[src/rtl/dbg_probe_pkg.sv]
package dbg_probe_pkg;

  localparam int unsigned CODE_LO = 16;
  localparam int unsigned CODE_HI = 127;

  typedef enum logic [1:0] {
    MODE_DIRECT = 2'b00,
    MODE_REG    = 2'b01,
    MODE_RR_A   = 2'b10,
    MODE_RR_B   = 2'b11
  } probe_mode_e;

  function automatic logic code_valid(input logic [7:0] code);
    return (code >= 8'(CODE_LO)) && (code <= 8'(CODE_HI));
  endfunction

  function automatic logic [8:0] code_to_index(input logic [7:0] code);
    return {1'b0, code} - 9'(CODE_LO);
  endfunction

endpackage

[src/rtl/dbg_probe_decode.sv]
module dbg_probe_decode
  import dbg_probe_pkg::*;
#(
  parameter int unsigned NUM_NETS = 112
) (
  input  logic [7:0]          code_i,
  input  logic [NUM_NETS-1:0] nets_i,
  input  logic [8:0]          offset_i,
  output logic                bit_o
);

  localparam int unsigned NIW = (NUM_NETS > 1) ? $clog2(NUM_NETS) : 1;

  logic [8:0] idx;
  logic       in_range;

  always_comb begin
    idx      = code_to_index(code_i) + offset_i;
    in_range = code_valid(code_i) && (idx < 9'(NUM_NETS));
    bit_o    = in_range ? nets_i[idx[NIW-1:0]] : 1'b0;
  end

endmodule

[src/rtl/dbg_probe_lane.sv]
module dbg_probe_lane
  import dbg_probe_pkg::*;
#(
  parameter int unsigned NUM_NETS = 112,
  parameter int unsigned GROUP_N  = 4,
  parameter bit          FALLING  = 1'b0,
  localparam int unsigned CW      = (GROUP_N > 1) ? $clog2(GROUP_N) : 1
) (
  input  logic                clk_i,
  input  logic                rst_n_i,
  input  logic [7:0]          code_i,
  input  logic [NUM_NETS-1:0] nets_i,
  input  logic                rr_i,
  output logic                q_o,
  output logic [CW-1:0]       cnt_o
);

  logic [7:0]    last_code;
  logic [CW-1:0] cnt;
  logic [CW-1:0] slot;
  logic [CW-1:0] cnt_nxt;
  logic          code_chg;
  logic          pick;

  always_comb begin
    code_chg = (code_i != last_code);
    slot     = (rr_i && !code_chg) ? cnt : '0;
    if (!rr_i || (slot == CW'(GROUP_N - 1)))
      cnt_nxt = '0;
    else
      cnt_nxt = slot + 1'b1;
  end

  dbg_probe_decode #(.NUM_NETS(NUM_NETS)) u_dec (
    .code_i  (code_i),
    .nets_i  (nets_i),
    .offset_i(9'(slot)),
    .bit_o   (pick)
  );

  generate
    if (FALLING) begin : g_fall
      always_ff @(negedge clk_i or negedge rst_n_i) begin
        if (!rst_n_i) begin
          q_o       <= 1'b0;
          cnt       <= '0;
          last_code <= '0;
        end else begin
          q_o       <= pick;
          cnt       <= cnt_nxt;
          last_code <= code_i;
        end
      end
    end else begin : g_rise
      always_ff @(posedge clk_i or negedge rst_n_i) begin
        if (!rst_n_i) begin
          q_o       <= 1'b0;
          cnt       <= '0;
          last_code <= '0;
        end else begin
          q_o       <= pick;
          cnt       <= cnt_nxt;
          last_code <= code_i;
        end
      end
    end
  endgenerate

  assign cnt_o = cnt;

endmodule

[src/rtl/dbg_probe_mux.sv]
module dbg_probe_mux
  import dbg_probe_pkg::*;
#(
  parameter int unsigned NUM_NETS = 112,
  parameter int unsigned GROUP_N  = 4,
  localparam int unsigned CW      = (GROUP_N > 1) ? $clog2(GROUP_N) : 1
) (
  input  logic                tck_i,
  input  logic                rst_n_i,
  input  logic [7:0]          ir_code_i,
  input  logic [NUM_NETS-1:0] nets_i,
  input  logic [1:0]          mode_i,
  input  logic                edge_sel_i,
  output logic                utdo_o
);

  logic          direct_bit;
  logic          rise_q;
  logic          fall_q;
  logic [CW-1:0] rise_cnt;
  logic [CW-1:0] fall_cnt;
  logic          rr_mode;

  assign rr_mode = mode_i[1];

  dbg_probe_decode #(.NUM_NETS(NUM_NETS)) u_direct (
    .code_i  (ir_code_i),
    .nets_i  (nets_i),
    .offset_i(9'd0),
    .bit_o   (direct_bit)
  );

  dbg_probe_lane #(.NUM_NETS(NUM_NETS), .GROUP_N(GROUP_N), .FALLING(1'b0)) u_rise (
    .clk_i  (tck_i),
    .rst_n_i(rst_n_i),
    .code_i (ir_code_i),
    .nets_i (nets_i),
    .rr_i   (rr_mode),
    .q_o    (rise_q),
    .cnt_o  (rise_cnt)
  );

  dbg_probe_lane #(.NUM_NETS(NUM_NETS), .GROUP_N(GROUP_N), .FALLING(1'b1)) u_fall (
    .clk_i  (tck_i),
    .rst_n_i(rst_n_i),
    .code_i (ir_code_i),
    .nets_i (nets_i),
    .rr_i   (rr_mode),
    .q_o    (fall_q),
    .cnt_o  (fall_cnt)
  );

  always_comb begin
    if (mode_i == MODE_DIRECT)
      utdo_o = direct_bit;
    else
      utdo_o = edge_sel_i ? fall_q : rise_q;
  end

endmodule

[config.mk]
export PLATFORM = sky130hd
export DESIGN_NAME = dbg_probe_mux
export DESIGN_NICKNAME = d
export VERILOG_FILES = /design/src/rtl/dbg_probe_pkg.sv /design/src/rtl/dbg_probe_decode.sv /design/src/rtl/dbg_probe_lane.sv /design/src/rtl/dbg_probe_mux.sv
export SDC_FILE = /design/constraint.sdc
export NUM_CORES = 1
export LEC_CHECK = 0
export CAP_MARGIN = 20
export CELL_PAD_IN_SITES_DETAIL_PLACEMENT = 1
export CELL_PAD_IN_SITES_GLOBAL_PLACEMENT = 1
export CORE_MARGIN = 2
export CORE_UTILIZATION = 41
export CTS_CLUSTER_SIZE = 40
export DETAILED_ROUTE_END_ITERATION = 6
export GPL_TIMING_DRIVEN = 1
export PLACE_DENSITY = 0.94
export SKIP_LAST_GASP = 1
export SYNTH_ARGS = -nofsm -noshare
export SYNTH_HDL_FRONTEND = slang
export SYNTH_HIERARCHICAL = 1
export SYNTH_SLANG_ARGS = --single-unit
export TNS_END_PERCENT = 20
[constraint.sdc]
create_clock -name tck_i -period 5.4 [get_ports tck_i]
set_clock_uncertainty 0.1 [all_clocks]
set_input_delay 1.08 -clock tck_i [delete_from_list [all_inputs] [get_ports tck_i]]
set_output_delay 1.08 -clock tck_i [all_outputs]
set_load 0.05 [all_outputs]
==> insert_results.sql <==
INSERT INTO impl_metrics (metric_group, metric, value, unit) VALUES
('synth', 'synth_top_family_by_area', 'multiplexers', ''),
('status', 'violations', 'setup timing', ''),
('power', 'leakagePower', '3.37', 'nW'),
('route', 'detailedRoute.firstIterationViolations', '348', ''),
('synth', 'synth.yosys.seq_area_share', '10.6', '%'),
('worst_setup_path', 'timing.setup.critical_path_class', 'input port to register', ''),
('route', 'via_count', '5328', ''),
('route', 'ant_nets_after_route', '0', ''),
('clock_tree', 'tritoncts', 'yes', ''),
('power', 'power_density_cells', '169', 'nW/µm²'),
('floorplanning', 'die_area', '13500', 'µm²'),
('synth', 'ys.flop_type', 'dfrtp_1', ''),
('clock_tree', 'cts_hold_buffers', '0', ''),
('placed_design', 'total_of_buffers_placed_on_input_and_output_ports', '125', ''),
('floorplanning', 'die_y', '116', 'µm'),
('power', 'pwr-share-comb', '71.6', '%'),
('cells_and_area', 'finish.utilization', '63.2', '%'),
('power', 'switching_share', '40.0', '%'),
('worst_setup_path', 'arrival', '4100', 'ps'),
('global_route', 'globalRoute.totalOverflow', '0', ''),
('timing', 'worst-slew-pin-transition', '758', 'ps'),
('global_route', 'initial_antenna_violation_count', '1', ''),
('synth', 'synth_xor_xnor_area_share', '7.13', '%'),
('cells_and_area', 'finalNetCount', '847', ''),
('power', 'cell_internal_pwr', '0.799', 'mW'),
('global_route', 'gr_util_all_layers', '32.9', '%'),
('synth', 'synth.ff_latch_count', '22', ''),
('route', 'drtPass1Iterations', '5', ''),
('power', 'ir_drop', '109', 'µV'),
('flow_run', 'max_cap_viol_count', '0', ''),
('synth', 'synth-warning-count', '6', ''),
('power', 'p_seq_share', '13.6', '%'),
('synth', 'mux_share_of_post_synthesis_cell_area', '46.3', '%'),
('route', 'vias_per_cell', '6.31', ''),
('floorplanning', 'die_x', '116', 'µm'),
('cells_and_area', 'multi_input_comb_area', '4590', 'µm²'),
('cells_and_area', 'layout-drive-gt1-share', '36.5', '%'),
('power', 'power', '1.33', 'mW'),
('synth', 'postSynthAreaPerCell', '12.1', 'µm²'),
('synth', 'ys_types', '50', ''),
('timing', 'headroom_to_the_max_slew_limit', '49.3', '%'),
('clock_tree', 'clock_tree.buffer_depth', '2', ''),
('worst_setup_path', 'setup.worst_path.start_class', 'input port', ''),
('worst_setup_path', 'critPathCaptureType', 'register', ''),
('floorplanning', 'rows', '41', ''),
('floorplanning', 'coreArea', '12500', 'µm²'),
('placed_design', 'place.gp.congestion', '0.907', ''),
('power', 'power.switching', '0.533', 'mW'),
('timing', 'final.setup.worst_slack', '-1390', 'ps'),
('global_route', 'grt_pass1_vias', '6073', ''),
('synth', 'syn_area', '5180', 'µm²'),
('timing', 'fin_tns_setup', '-1650', 'ps'),
('worst_setup_path', 'crit_fanout', '3', ''),
('clock_tree', 'cts_num_sinks', '22', ''),
('synth', 'post_synth_and_or_nand_nor_area_fraction', '6.12', '%'),
('global_route', 'global_route_wire_length_before_repair', '33.2', 'mm'),
('timing', 'max_transition_viols_final', '0', ''),
('timing', 'rsz_0062_raised_after_global_routing', 'true', ''),
('cells_and_area', 'regArea', '551', 'µm²'),
('worst_setup_path', 'cp_data_required_time', '2720', 'ps'),
('clock_tree', 'cts_max_level', '1', ''),
('route', 'postRouteWirelength', '22.9', 'mm'),
('synth', 'synth_enable_flop_cells', '0', ''),
('status', 'run_status', 'complete, but fails checks', ''),
('synth', 'synth_compound_gate_area_share', '9.89', '%'),
('power', 'clk_pwr_share', '14.8', '%'),
('route', 'wl_per_cell', '27.2', 'µm'),
('cells_and_area', 'areaGrowthSynthToFinish', '52.3', '%'),
('clock_tree', 'cts_buffers', '3', ''),
('synth', 'syn_inst', '429', ''),
('route', 'drcViolationCount', '0', ''),
('placed_design', 'place_hpwl', '17.4', 'mm'),
('timing', 'setup_viol', '2', ''),
('cells_and_area', 'filler_cell_count', '1270', ''),
('hold_path', 'hold_class', 'register to register', ''),
('synth', 'synth_fa_ha_area_share', '12.5', '%'),
('clock_tree', 'clkLatencyLatePin', '290', 'ps'),
('global_route', 'largest_net_degree_at_the_start_of_global_routing', '29', ''),
('floorplanning', 'initial_core_util', '41.5', '%'),
('clock_tree', 'cts_root_buf', 'clkbuf_16', ''),
('clock_tree', 'clk_transition_reported_paths', '50', 'ps'),
('synth', 'async_flop_share', '100', '%'),
('timing', 'hold_viol', '0', ''),
('floorplanning', 'ios', '126', '');
[final timing paths]
| kind | start | to | slack, ps | cells past startpoint |
|---|---|---|---|---|
| max | ir_code_i[1] | u_fall/q_o | -1390 | 12 |
| min | u_fall/cnt_o[0] | u_fall/cnt_o[0] | 380 | 2 |
| max reg2reg | u_rise/last_code[6] | u_rise/q_o | 1190 | 12 |
| min reg2reg | u_fall/cnt_o[0] | u_fall/cnt_o[0] | 380 | 2 |
| max in group asynchronous | rst_n_i | u_fall/last_code[2] | 980 | 1 |
| min in group asynchronous | rst_n_i | u_rise/last_code[5] | 1160 | 1 |
[sequential cells by signal, indices dropped and copies added (netlist names)]
register,cells
u_fall/cnt_o,2
u_rise/q_o,1
u_fall/last_code,8
u_rise/cnt_o,2
u_rise/last_code,8
u_fall/q_o,1
[timing repair]
action                                  CTS  global route
cloned                                    1             1
buffers inserted                          3             4
resized for setup                        44            20
endpoints found under the setup margin    2             2
pin swaps                                15            18
[power groups by stage]
stage	combinational, mW	clock [mW]	sequential [mW]
CTS	0.883	0.197	0.181
detailed placement	0.868	0	0.184
floorplan	0.500	0	0.182
global placement	0.804	0	0.183
finish	0.953	0.197	0.182
global route	0.990	0.204	0.182
[layout by cell type (no fill, tap or decap), types with 3 or more instances in the layout]
master / n
nand4_1: 4
xnor2_4: 4
buf_4: 108
clkdlybuf4s50_1: 115
xor2_1: 5
ha_1: 43
xnor2_2: 5
buf_2: 4
xnor2_1: 19
nor2_1: 8
nor3_1: 8
mux2i_1: 29
nor2b_1: 8
mux4_1: 15
dfrtn_1: 11
a21o_1: 7
buf_12: 8
a211oi_2: 4
inv_1: 46
a211oi_1: 15
a21oi_1: 14
nand2_1: 4
buf_6: 3
clkbuf_16: 5
nand3_1: 8
mux4_2: 75
dfrtp_1: 11
conb_1: 23
ha_4: 3
o21ai_0: 6
[Yosys cell counts (all sizes together) (3+ instances only)]
library cell / number / share of area (%)
conb: 3 / 0.22
a211oi: 19 / 2.9
nor3: 9 / 0.87
nor2b: 8 / 0.97
nand3: 10 / 0.97
dfrtp: 11 / 5.3
a2111oi: 4 / 0.68
o21ai: 7 / 0.68
ha: 47 / 11
dfrtn: 11 / 5.3
xnor2: 28 / 4.7
fa: 3 / 1.2
a21o: 8 / 1.2
buf: 22 / 3.7
nor2: 8 / 0.58
xor2: 9 / 2.4
nand4: 4 / 0.48
o311ai: 3 / 0.80
and3: 4 / 0.68
inv: 46 / 3.3
mux4: 90 / 40
nand2: 4 / 0.29
mux2i: 29 / 5.6
a21oi: 16 / 1.5
[per-stage QoR]
stage | worst slack [ps] | cell area, µm² | hold WS (ps) | instances
2_1_floorplan | -1210 | 5370 | 331 | 449
3_3_place_gp | -1850 | 7540 | 353 | 830
3_5_place_dp | -2010 | 7540 | 387 | 830
4_1_cts | -1220 | 7760 | 385 | 838
5_1_grt | -1430 | 7880 | 417 | 843
6_report | -1390 | 7880 | 382 | 844
[cell families (layout without fill, tap and decap cells)]
| group | after synthesis | count (layout) |
|---|---|---|
| other cells | 3 | 24 |
| mux | 121 | 121 |
| compound gates | 70 | 70 |
| simple gates | 56 | 56 |
| flops | 22 | 22 |
| buf+inv | 70 | 292 |
| xor+xnor | 37 | 37 |
| fa+ha+maj | 50 | 50 |
[routing by layer]
layer	vias to the layer above	track usage (%)	share of wire, %
met4	0	17.5	6.1
met1	2701	34.4	35
li1	2206	-	-
met2	328	63.7	53
met3	93	4.15	6.1
met5	-	0	0
[critical path, cell delays in order]
cell and delay (ps):
buf_6 100, xnor2_2 150, nand4_1 240, nor3_4 300, ha_4 260, ha_4 170, fa_2 420, xor2_4 270
mux4_2 540, and3_4 170, o311ai_4 260, o31ai_4 140
[layout make-up]
type	instances	area share (%)
flip-flops and latches	22	6.98
well taps	172	2.73
repair buffers	242	28.6
diodes	1	0.0317
clock buffers	4	1.27
multi-input cells	357	58.2
inverters	46	2.19
Note: power is estimated with default switching activity, not from simulation.
